--- src/rtl/usbo_pkg.sv ---
package usbo_pkg;
  localparam int EPS    = 4;
  localparam int EPW    = $clog2(EPS);
  localparam int NENT   = 2 * EPS;
  localparam int IDXW   = EPW + 1;
  localparam int MAXPKT = 64;
  localparam int LENW   = $clog2(MAXPKT + 1);
  localparam int PTRW   = 8;
  localparam int ADRW   = 7;
  localparam int NIRQ   = 4;

  localparam int IRQ_SETUP = 0;
  localparam int IRQ_STALL = 1;
  localparam int IRQ_OVF   = 2;
  localparam int IRQ_DONE  = 3;

  localparam logic [3:0] PID_OUT   = 4'b0001;
  localparam logic [3:0] PID_SETUP = 4'b1101;
  localparam logic [3:0] PID_DATA0 = 4'b0011;
  localparam logic [3:0] PID_DATA1 = 4'b1011;

  typedef enum logic [1:0] {
    HS_NONE  = 2'd0,
    HS_ACK   = 2'd1,
    HS_NAK   = 2'd2,
    HS_STALL = 2'd3
  } hs_e;

  typedef struct packed {
    logic            en;
    logic            iso;
    logic            stall;
    logic            tog;
    logic            busy;
    logic            setup;
    logic            ovf;
    logic [LENW-1:0] cnt;
    logic [PTRW-1:0] ptr;
  } ep_t;

  localparam int EPB = $bits(ep_t);

  function automatic logic pid_is_data(input logic [3:0] pid);
    return (pid == PID_DATA0) || (pid == PID_DATA1);
  endfunction

  function automatic logic pid_toggle(input logic [3:0] pid);
    return pid[3];
  endfunction

  function automatic logic frame_good(input logic stuff_err, input logic crc_ok);
    return !stuff_err && crc_ok;
  endfunction

  function automatic ep_t after_setup(input ep_t e, input logic [LENW-1:0] len);
    ep_t r;
    r       = e;
    r.stall = 1'b0;
    r.tog   = 1'b1;
    r.busy  = 1'b1;
    r.setup = 1'b1;
    r.ovf   = 1'b0;
    r.cnt   = len;
    return r;
  endfunction
endpackage

--- src/rtl/usbo_ep_table.sv ---
module usbo_ep_table
  import usbo_pkg::*;
(
  input  logic            clk,
  input  logic            rst_n,
  input  logic            cfg_we,
  input  logic [IDXW-1:0] cfg_idx,
  input  ep_t             cfg_d,
  input  logic [IDXW-1:0] rd_idx,
  output ep_t             rd_q,
  input  logic [EPW-1:0]  eng_ep,
  output ep_t             eng_out_q,
  output ep_t             eng_in_q,
  input  logic            upd_out_we,
  input  ep_t             upd_out_d,
  input  logic            upd_in_we,
  input  ep_t             upd_in_d
);
  ep_t ent [NENT];

  logic [NENT-1:0] hit_cfg, hit_out, hit_in;

  for (genvar g = 0; g < NENT; g++) begin : g_hit
    assign hit_cfg[g] = cfg_we && (cfg_idx == IDXW'(g));
    assign hit_out[g] = upd_out_we && ({1'b0, eng_ep} == IDXW'(g));
    assign hit_in[g]  = upd_in_we  && ({1'b1, eng_ep} == IDXW'(g));
  end

  always_ff @(posedge clk or negedge rst_n) begin
    if (!rst_n) begin
      for (int i = 0; i < NENT; i++) ent[i] <= '0;
    end else begin
      for (int i = 0; i < NENT; i++) begin
        if (hit_out[i])      ent[i] <= upd_out_d;
        else if (hit_in[i])  ent[i] <= upd_in_d;
        else if (hit_cfg[i]) ent[i] <= cfg_d;
      end
    end
  end

  assign rd_q      = ent[rd_idx];
  assign eng_out_q = ent[{1'b0, eng_ep}];
  assign eng_in_q  = ent[{1'b1, eng_ep}];

  // a lone configuration write lands in the addressed entry
  a_r13_cfg_lands: assert property (@(posedge clk) disable iff (!rst_n)
    (cfg_we && !upd_out_we && !upd_in_we) |=> (ent[$past(cfg_idx)] == $past(cfg_d)));
endmodule

--- src/rtl/usbo_decide.sv ---
module usbo_decide
  import usbo_pkg::*;
(
  input  logic            is_setup,
  input  logic            good,
  input  logic            dtog,
  input  logic [LENW-1:0] len,
  input  ep_t             out_q,
  input  ep_t             in_q,
  output hs_e             hs,
  output logic            keep,
  output logic            upd_out,
  output ep_t             out_d,
  output logic            upd_in,
  output ep_t             in_d,
  output logic [NIRQ-1:0] irq_set
);
  logic stall_hit, tog_miss, busy_hit;

  assign stall_hit = out_q.stall;
  assign tog_miss  = !out_q.iso && (dtog != out_q.tog);
  assign busy_hit  = out_q.busy;

  always_comb begin
    hs      = HS_NONE;
    keep    = 1'b0;
    upd_out = 1'b0;
    upd_in  = 1'b0;
    out_d   = out_q;
    in_d    = in_q;
    irq_set = '0;
    if (!good) begin
      hs = HS_NONE;
    end else if (is_setup) begin
      keep    = 1'b1;
      hs      = HS_ACK;
      upd_out = 1'b1;
      upd_in  = 1'b1;
      out_d   = after_setup(out_q, len);
      in_d    = after_setup(in_q, '0);
      irq_set[IRQ_SETUP] = 1'b1;
    end else if (stall_hit) begin
      if (!out_q.iso) begin
        hs = HS_STALL;
        irq_set[IRQ_STALL] = 1'b1;
      end
    end else if (tog_miss) begin
      hs = HS_NAK;
    end else if (busy_hit) begin
      upd_out   = 1'b1;
      out_d.ovf = 1'b1;
      irq_set[IRQ_OVF] = 1'b1;
      if (!out_q.iso) hs = HS_NAK;
    end else begin
      keep       = 1'b1;
      upd_out    = 1'b1;
      out_d.busy = 1'b1;
      out_d.cnt  = len;
      irq_set[IRQ_DONE] = 1'b1;
      if (!out_q.iso) begin
        out_d.tog = !out_q.tog;
        hs        = HS_ACK;
      end
    end
  end
endmodule

--- src/rtl/usbo_irq.sv ---
module usbo_irq
  import usbo_pkg::*;
(
  input  logic            clk,
  input  logic            rst_n,
  input  logic [NIRQ-1:0] set_i,
  input  logic [NIRQ-1:0] clr_i,
  output logic [NIRQ-1:0] flags_o
);
  always_ff @(posedge clk or negedge rst_n) begin
    if (!rst_n) flags_o <= '0;
    else        flags_o <= (flags_o & ~clr_i) | set_i;
  end

  // a bit raised in a cycle is present next cycle, clear or not
  a_r12_set_wins: assert property (@(posedge clk) disable iff (!rst_n)
    (|set_i) |=> ((flags_o & $past(set_i)) == $past(set_i)));

  // a cleared bit with no concurrent set is low next cycle
  a_r12_clear_works: assert property (@(posedge clk) disable iff (!rst_n)
    (|(clr_i & ~set_i)) |=> ((flags_o & $past(clr_i & ~set_i)) == '0));
endmodule

--- src/rtl/usbo_out_txn.sv ---
module usbo_out_txn
  import usbo_pkg::*;
(
  input  logic            clk,
  input  logic            rst_n,
  input  logic [ADRW-1:0] dev_addr,
  input  logic            tok_valid,
  input  logic [3:0]      tok_pid,
  input  logic [ADRW-1:0] tok_addr,
  input  logic [EPW-1:0]  tok_ep,
  input  logic            dat_valid,
  input  logic [3:0]      dat_pid,
  input  logic            dat_pid_err,
  input  logic            dat_stuff_err,
  input  logic            dat_crc_ok,
  input  logic [LENW-1:0] dat_len,
  input  logic            cfg_we,
  input  logic            cfg_dir,
  input  logic [EPW-1:0]  cfg_ep,
  input  logic [EPB-1:0]  cfg_data,
  input  logic            rd_dir,
  input  logic [EPW-1:0]  rd_ep,
  output logic [EPB-1:0]  rd_data,
  output logic            hs_valid,
  output logic [1:0]      hs_code,
  output logic            store_valid,
  output logic [PTRW-1:0] store_ptr,
  output logic [LENW-1:0] store_len,
  input  logic [NIRQ-1:0] irq_clr,
  output logic [NIRQ-1:0] irq_flags
);
  typedef enum logic [2:0] {S_IDLE, S_CFG, S_PTR, S_WAIT, S_DEC} st_e;

  st_e             st;
  logic [EPW-1:0]  ep_q;
  logic            setup_q;
  logic [PTRW-1:0] ptr_q;
  logic            dtog_q, good_q;
  logic [LENW-1:0] len_q;

  ep_t eng_out_q, eng_in_q, upd_out_d, upd_in_d, rd_q;
  logic upd_out_raw, upd_in_raw, keep;
  hs_e  hs_pick;
  logic [NIRQ-1:0] set_raw, irq_set;

  // named events
  logic tok_hit, ep_dead, data_bad, data_take, dec_fire;

  assign tok_hit   = (st == S_IDLE) && tok_valid && (tok_addr == dev_addr) &&
                     ((tok_pid == PID_OUT) || (tok_pid == PID_SETUP));
  assign ep_dead   = (st == S_CFG) && !setup_q && !eng_out_q.en;
  assign data_bad  = (st == S_WAIT) && !tok_valid && dat_valid &&
                     (dat_pid_err || !pid_is_data(dat_pid));
  assign data_take = (st == S_WAIT) && !tok_valid && dat_valid && !data_bad;
  assign dec_fire  = (st == S_DEC);

  always_ff @(posedge clk or negedge rst_n) begin
    if (!rst_n) begin
      st      <= S_IDLE;
      ep_q    <= '0;
      setup_q <= 1'b0;
      ptr_q   <= '0;
      dtog_q  <= 1'b0;
      good_q  <= 1'b0;
      len_q   <= '0;
    end else begin
      unique case (st)
        S_IDLE: if (tok_hit) begin
          ep_q    <= tok_ep;
          setup_q <= (tok_pid == PID_SETUP);
          st      <= S_CFG;
        end
        S_CFG:  st <= ep_dead ? S_IDLE : S_PTR;
        S_PTR: begin
          ptr_q <= eng_out_q.ptr;
          st    <= S_WAIT;
        end
        S_WAIT: begin
          if (tok_valid || data_bad) st <= S_IDLE;
          else if (data_take) begin
            dtog_q <= pid_toggle(dat_pid);
            good_q <= frame_good(dat_stuff_err, dat_crc_ok);
            len_q  <= dat_len;
            st     <= S_DEC;
          end
        end
        S_DEC:  st <= S_IDLE;
        default: st <= S_IDLE;
      endcase
    end
  end

  usbo_decide u_decide (
    .is_setup (setup_q),
    .good     (good_q),
    .dtog     (dtog_q),
    .len      (len_q),
    .out_q    (eng_out_q),
    .in_q     (eng_in_q),
    .hs       (hs_pick),
    .keep     (keep),
    .upd_out  (upd_out_raw),
    .out_d    (upd_out_d),
    .upd_in   (upd_in_raw),
    .in_d     (upd_in_d),
    .irq_set  (set_raw)
  );

  assign irq_set = dec_fire ? set_raw : '0;

  usbo_ep_table u_table (
    .clk        (clk),
    .rst_n      (rst_n),
    .cfg_we     (cfg_we),
    .cfg_idx    ({cfg_dir, cfg_ep}),
    .cfg_d      (ep_t'(cfg_data)),
    .rd_idx     ({rd_dir, rd_ep}),
    .rd_q       (rd_q),
    .eng_ep     (ep_q),
    .eng_out_q  (eng_out_q),
    .eng_in_q   (eng_in_q),
    .upd_out_we (dec_fire && upd_out_raw),
    .upd_out_d  (upd_out_d),
    .upd_in_we  (dec_fire && upd_in_raw),
    .upd_in_d   (upd_in_d)
  );

  assign rd_data = rd_q;

  usbo_irq u_irq (
    .clk     (clk),
    .rst_n   (rst_n),
    .set_i   (irq_set),
    .clr_i   (irq_clr),
    .flags_o (irq_flags)
  );

  always_ff @(posedge clk or negedge rst_n) begin
    if (!rst_n) begin
      hs_valid    <= 1'b0;
      hs_code     <= HS_NONE;
      store_valid <= 1'b0;
      store_ptr   <= '0;
      store_len   <= '0;
    end else begin
      hs_valid    <= dec_fire && (hs_pick != HS_NONE);
      hs_code     <= dec_fire ? hs_pick : HS_NONE;
      store_valid <= dec_fire && keep;
      store_ptr   <= ptr_q;
      store_len   <= len_q;
    end
  end

  // handshake strobe lasts one cycle
  a_r11_hs_pulse: assert property (@(posedge clk) disable iff (!rst_n)
    hs_valid |=> !hs_valid);

  // handshake strobe only follows a decision cycle
  a_r11_hs_after_dec: assert property (@(posedge clk) disable iff (!rst_n)
    $rose(hs_valid) |-> $past(st == S_DEC));

  // an ACK always comes with a kept payload
  a_r9_ack_stores: assert property (@(posedge clk) disable iff (!rst_n)
    (hs_valid && hs_code == HS_ACK) |-> store_valid);

  // a STALL handshake never keeps the payload and its flag is up
  a_r6_stall_flag: assert property (@(posedge clk) disable iff (!rst_n)
    (hs_valid && hs_code == HS_STALL) |-> (!store_valid && irq_flags[IRQ_STALL]));

  // a disabled output entry sends the engine back to idle
  a_r3_dead_idle: assert property (@(posedge clk) disable iff (!rst_n)
    ep_dead |=> (st == S_IDLE));
endmodule

--- config.mk ---
export PLATFORM = sky130hd
export DESIGN_NAME = usbo_out_txn
export DESIGN_NICKNAME = d
export VERILOG_FILES = /design/src/rtl/usbo_pkg.sv /design/src/rtl/usbo_ep_table.sv /design/src/rtl/usbo_decide.sv /design/src/rtl/usbo_irq.sv /design/src/rtl/usbo_out_txn.sv
export SDC_FILE = /design/constraint.sdc
export NUM_CORES = 1
export LEC_CHECK = 0
export CAP_MARGIN = 10
export CORE_MARGIN = 2
export CORE_UTILIZATION = 58
export CTS_CLUSTER_SIZE = 10
export DETAILED_ROUTE_END_ITERATION = 7
export GPL_TIMING_DRIVEN = 0
export PLACE_DENSITY = 0.81
export SYNTH_ARGS = -nofsm -noshare
export SYNTH_HDL_FRONTEND = slang
export SYNTH_SLANG_ARGS = --single-unit
export TNS_END_PERCENT = 20
--- constraint.sdc ---
create_clock -name clk -period 2.99 [get_ports clk]
set_clock_uncertainty 0.15 [all_clocks]
set_input_delay 0.299 -clock clk [delete_from_list [all_inputs] [get_ports clk]]
set_output_delay 0.299 -clock clk [all_outputs]
set_load 0.05 [all_outputs]
==> results.cfg, run 1 <==
[cts]
cts_buffers = 26
cts_max_path_buffers = 3
cts_tree = done
clock_transition_at_the_registers_of_the_reported_paths_ps = 50
cts.sink_count = 222
post_cts.repair.setup_buffers = 0
ctsHtreeMaxLevel = 1
clk_root_buffer_cell = sky130_fd_sc_hd__clkbuf_16
worst_skew_pair.late_latency_ps = 530

[global_routing]
grt_max_degree = 121
met3_usage_pct = 4.37
first_global_vias = 9657
grt_overflow = 0
grt_use_met1_pct = 43.6
number_of_antenna_violations_at_the_first_check_in_global_routing = 0
grt.met2_usage_pct = 52.7
busiest_layer_in_global_routing = met2
grt_pass1_wl_um = 54500
grt.total_usage_pct = 32.1

[logic_synthesis]
synth_seq_area_share_pct = 45.5
postSynth.asyncResetShare_pct = 100
mappedNetlistArea_um2 = 12200
synth_top_area_share_pct = 45.5
synthTopCellsByCount = sky130_fd_sc_hd__dfrtp_1, sky130_fd_sc_hd__mux2i_1, sky130_fd_sc_hd__nand2_1, sky130_fd_sc_hd__mux4_2, sky130_fd_sc_hd__o21ai_0
synth_most_common_cell = sky130_fd_sc_hd__dfrtp_1
postSynth.topFlopCell = sky130_fd_sc_hd__dfrtp_1
synthTopCellsByArea = sky130_fd_sc_hd__dfrtp_1, sky130_fd_sc_hd__mux2i_1, sky130_fd_sc_hd__mux4_2, sky130_fd_sc_hd__nand2_1, sky130_fd_sc_hd__mux2_2
synthesis.nets = 1130
synth.distinct_cells = 41
avgSynthCellArea_um2 = 11.5
ys_warn_count = 0
synth_top_area_cell = sky130_fd_sc_hd__dfrtp_1
postSynthCellCount = 1059
yosys_reg_bits = 222
number_of_synthesized_flops_with_an_enable_pin = 0

[pwr]
swShare_pct = 34.0
p_clk_share_pct = 28.2
seqPwrFrac_pct = 41.9
cellLeakagePower_uw = 0.00648
power_switching_uw = 3400
vdd_drop_max_mv = 0.444
power-per-cell-area_nw_per_um2 = 701
p_total_uw = 9990
power_report.internal_total_uw = 6590
combPwrFrac_pct = 29.9

[sta]
worstMarginPinSlew_ps = 1050
final-hold-violation-count = 0
layout_min_cycle_time_ps = 2940
final-max-slew-violation-count = 0
fmaxAchievable_mhz = 340
grt_setup_unrepaired = false
fin_tns_setup_ps = 0
finalCritPeriodShare_pct = 98.3
timing.final.setup_violations = 0
maxSlewHeadroom_pct = 29.7

[floorplan]
rows = 53
die_height_um = 149
io-pin-count = 116
core_area_um2 = 20800
floorplan.initialDensity_pct = 58.6
fp.dieW_um = 149
die_area_um2 = 22200

[setup_path]
critical_path_buf_inv_count = 3
setup.worst_path.class = in -> out
cp.required_ps = 2540
worstPathArrival_ps = 2490
critPathMaxStageDelay_ps = 700
critical_path_cell_list = clkbuf_2 -> buf_4 -> mux4_2 -> mux2_2 -> clkdlybuf4s50_1
worst_r2r_path_depth = 7
timing.critical_path.to_type = output pin
standard_cell_with_the_maximum_stage_delay_on_the_critical_path = sky130_fd_sc_hd__clkdlybuf4s50_1
crit_family = buffers and inverters
critical_path.max_fanout = 10
setup_crit_start_kind = input port
worst-path-stages = 5

[job]
max-cap-violations = 0

[place]
hpwlAfterDp_um = 23700
dp_cells = 1425
port_buffers = 90
dpl_cell_area_um2 = 13500
place.gp.congestion = 0.893

[cells_and_area]
stdcell_count = 1460
synthToLayoutAreaGrowth_pct = 16.8
antenna_cells_inserted = 0
drive_gt1_share_pct = 15.5
n_fill_cell = 1589
finish.instance_area_um2 = 14300
num-nets-final = 1250

[detailed_routing]
vias_per_cell = 6.45
dr.pass1.iters = 5
remaining_drc_errors = 0
routedWlPerCell_um = 23.9
route.antenna.remaining_nets = 0
detailedRoute.firstIterationViolations = 874
via_count = 9412
wirelength_um = 34900

[worst_hold_path]
min_path_cells = 3
holdCritPathClass = in -> reg

[run_status]
outcome = finished, final reports clean
[power groups by stage]
stage / registers, µW / clock network [µW] / logic [µW]
finish: 4190 / 2810 / 2990
global route: 4260 / 2950 / 3190
CTS: 4170 / 2820 / 2990
detailed placement: 4210 / 0 / 2960
global placement: 4160 / 0 / 2880
floorplan: 4300 / 0 / 1860
[tightest hold or removal path: stages]
cell                      delay, ps
sky130_fd_sc_hd__buf_1          200
sky130_fd_sc_hd__nand2_1        110
sky130_fd_sc_hd__a21oi_1         60
[cells in the final DEF, fill, tap and decap left out, drive strengths merged, types with 2 or more instances in the layout]
master	instances
o2111a	7
dlymetal6s2s	4
dfrtp	222
o211ai	3
o221ai	7
buf	53
nor4	12
nor2b	5
xor2	9
and2	6
nor3	20
mux2	47
mux2i	216
nand2b	2
clkbuf	87
inv	15
and3	4
o22ai	4
nand2	143
nor2	10
nand4b	22
a21oi	51
o21ai	54
mux4	57
clkdlybuf4s50	85
nand4	12
nand3	16
[worst paths after layout]
check | start | to | slack (ps)
min reg2reg | ptr_q[7] | store_ptr[7] | 220
max | rd_ep[0] | rd_data[9] | 50
max reg2reg | ep_q[0] | u_table.ent[174] | 70
max in group asynchronous | rst_n | u_table.ent[139] | 1320
min | cfg_data[13] | u_table.ent[57] | 40
min in group asynchronous | rst_n | len_q[2] | 260
[state kept, by name, indices dropped and copies added (netlist names), 2 cells and up]
name and cells:
ep_q 2, hs_code 2, len_q 7, ptr_q 8, st 3, store_len 7, store_ptr 8, u_irq.flags_o 4
u_table.ent 176
[logic make-up after synthesis]
kind of cell	after synthesis	synth area share, %
flip-flops	222	45.5
XOR/XNOR	10	0.718
multiplexers	320	32.6
AND/OR/NAND/NOR	257	10.9
buffers and inverters	119	3.96
AO/OA/AOI/OAI	131	6.39
[per-stage QoR]
step	hold WS [ps]	utilization [%]	worst slack, ps
after floorplan	-147	-	413
after global placement	210	64.6	-7940
after detailed placement	214	64.8	-749
after CTS	34.5	68.4	27.8
after global routing	59.8	68.5	3.66
final	37.4	68.5	51.0
[layer usage]
metal,vias to the layer above,part of all wire [%]
met3,73,8.2
met2,484,49
met5,-,0
met1,4762,40
met4,0,3.3
li1,4093,-
[layout make-up]
class | instances | area [µm²] | share of cell area, %
multi-input combinational | 718 | 6170 | 43.3
sequential | 222 | 5560 | 39.0
timing repair buffer | 92 | 953 | 6.69
clock buffer | 34 | 712 | 4.99
buffer | 104 | 458 | 3.21
tap | 275 | 344 | 2.41
inverter | 15 | 56.3 | 0.395
[timing repair]
action / in CTS / in global routing
gates resized for setup: 31 / 11
gates cloned: 0 / 0
hold buffers: 1 / 0
endpoints found under the hold margin: 102 / 0
endpoints found under the setup margin: 35 / 20
Power figures use the tool's default switching activity.
==> run 2, diff against run 1 <==
--- a/config.mk
+++ b/config.mk
@@ -11,6 +11,7 @@
 export CTS_CLUSTER_SIZE = 10
 export DETAILED_ROUTE_END_ITERATION = 7
 export GPL_TIMING_DRIVEN = 0
+export HOLD_SLACK_MARGIN = 0.08
 export PLACE_DENSITY = 0.81
 export SYNTH_ARGS = -nofsm -noshare
 export SYNTH_HDL_FRONTEND = slang
==> run 2 against run 1 <==
Effect of this change:
- via count up 0.64%
- first-iteration DRC count up 7.6%
- clock power about the same
- largest power group unchanged
- highest routed layer unchanged
==> results.cfg, run 2 (synthesized netlist as in run 1, its figures left out) <==
[floorplan]
io-pin-count = 116
core_area_um2 = 20800
die_height_um = 149
die_area_um2 = 22200
floorplan.initialDensity_pct = 58.6
rows = 53
fp.dieW_um = 149

[pwr]
p_clk_share_pct = 28.1
swShare_pct = 34.0
power-per-cell-area_nw_per_um2 = 697
seqPwrFrac_pct = 41.9
cellLeakagePower_uw = 0.00653
power_switching_uw = 3400
vdd_drop_max_mv = 0.443
power_report.internal_total_uw = 6600
combPwrFrac_pct = 30.0

[place]
hpwlAfterDp_um = 23700
port_buffers = 90
dpl_cell_area_um2 = 13500
place.gp.congestion = 0.893

[sta]
finalCritPeriodShare_pct = 98.4
grt_setup_unrepaired = false
layout_min_cycle_time_ps = 2940
final-max-slew-violation-count = 0
fmaxAchievable_mhz = 340
final-hold-violation-count = 0
timing.final.setup_violations = 0
worstMarginPinSlew_ps = 1070
maxSlewHeadroom_pct = 28.5
fin_tns_setup_ps = 0

[setup_path]
r2r_setup_slack_ps = 50
standard_cell_with_the_maximum_stage_delay_on_the_critical_path = sky130_fd_sc_hd__mux4_2
timing.critical_path.to_type = register
crit-reg2reg-capture = u_table.ent[174]
critical_path.max_fanout = 10
worst_setup_path_startpoint = ep_q[0]
setup_crit_start_kind = register
critical_path_cell_list = buf_6 -> mux4_2 -> xor2_1 -> a21oi_2 -> o211ai_2 -> buf_2 -> mux2i_1
reg2reg_from = ep_q[0]
worstPathArrival_ps = 3230
setup.worst_path.class = reg -> reg
critPathMaxStageDelay_ps = 580
cp.required_ps = 3280
worst_r2r_path_depth = 7
endpoint = u_table.ent[174]

[detailed_routing]
routedWlPerCell_um = 23.9
route.antenna.remaining_nets = 0
via_count = 9472
wirelength_um = 35100
vias_per_cell = 6.44
remaining_drc_errors = 0
detailedRoute.firstIterationViolations = 940
dr.pass1.iters = 7

[run_status]
outcome = finished, final reports clean

[worst_hold_path]
holdCritPathClass = in -> reg
min_path_cells = 3

[cts]
cts_max_path_buffers = 3
cts_buffers = 26
clock_transition_at_the_registers_of_the_reported_paths_ps = 60
worst_skew_pair.late_latency_ps = 530
cts.sink_count = 222
ctsHtreeMaxLevel = 1
post_cts.repair.setup_buffers = 0
cts_tree = done
clk_root_buffer_cell = sky130_fd_sc_hd__clkbuf_16

[cells_and_area]
final_common_cell = sky130_fd_sc_hd__dfrtp_1
synthToLayoutAreaGrowth_pct = 17.6
max_reg_flops = 176
antenna_cells_inserted = 0
num-nets-final = 1260
top_register_by_number_of_flip_flops = u_table.ent
commonest_non_fill_non_tap_cells_in_the_layout = sky130_fd_sc_hd__dfrtp_1, sky130_fd_sc_hd__mux2i_1, sky130_fd_sc_hd__nand2_1
finish.instance_area_um2 = 14400
finish.utilization_pct = 68.9
drive_gt1_share_pct = 15.4
reg.largest.list = u_table.ent: 176 flops, ptr_q: 8 flops, store_ptr: 8 flops

[global_routing]
grt.total_usage_pct = 32.2
grt_pass1_wl_um = 54700
first_global_vias = 9710
grt_overflow = 0
number_of_antenna_violations_at_the_first_check_in_global_routing = 0
grt_max_degree = 121

[job]
max-cap-violations = 0
run 2: cell count changes in the layout (fill, tap and decap cells not counted), sizes merged:
| cell | change |
|---|---|
| dlygate4sd3 | +10 |
run 2: power groups by stage:
stage	registers, µW	logic (µW)	clock network (µW)
floorplan	4300	1860	0
detailed placement	4210	2960	0
global placement	4160	2880	0
finish	4190	3000	2810
CTS	4170	3000	2820
global route	4260	3200	2950
run 2: metal layers:
metal	up-vias	global-route usage (%)	share of wire [%]
met5	-	0	0
met3	70	4.34	8.8
li1	4110	-	-
met2	526	52.9	49
met1	4766	43.9	39
met4	0	12.7	3.2
run 2: timing repair:
action,4_1_cts,5_1_grt
gates resized for setup,31,11
setup endpoints to repair,35,20
hold endpoints to repair,135,0
pin swaps,0,0
hold buffers,11,0
run 2: worst min path at each step:
| stage | startpoint | end | slack (ps) |
|---|---|---|---|
| 3_5_place_dp | ptr_q[7] | store_ptr[7] | 210 |
| 4_1_cts | cfg_data[10] | u_table.ent[54] | 100 |
| 5_1_grt | cfg_data[10] | u_table.ent[54] | 110 |
| 2_1_floorplan | rst_n | dtog_q | -150 |
| 3_3_place_gp | ptr_q[4] | store_ptr[4] | 210 |
| 6_report | cfg_data[10] | u_table.ent[54] | 120 |
run 2: area by class of cell:
cell class,count,area [µm²]
fill,1580,6470
multi-input combinational,718,6170
sequential,222,5560
timing repair buffer,102,1050
clock buffer,34,712
buffer,104,458
tap,275,344
inverter,15,56.3
run 2: worst max-delay path, delay by kind of cell (launching register included):
family,cells,cell delay (ps)
AO/OA/AOI/OAI,2,530
buffers and inverters,2,620
multiplexers,2,860
flip-flops,1,330
XOR/XNOR,1,350
run 2: through the flow:
step           setup slack [ps]  hold slack (ps)  instances  total power, µW
6_report                   48.8              120       1470            10000
3_5_place_dp               -749              214       1425             7170
4_1_cts                    27.8              101       1470             9990
3_3_place_gp              -7940              210       1424             7040
5_1_grt                    3.66              110       1470            10400
2_1_floorplan               413             -147       1059             6160
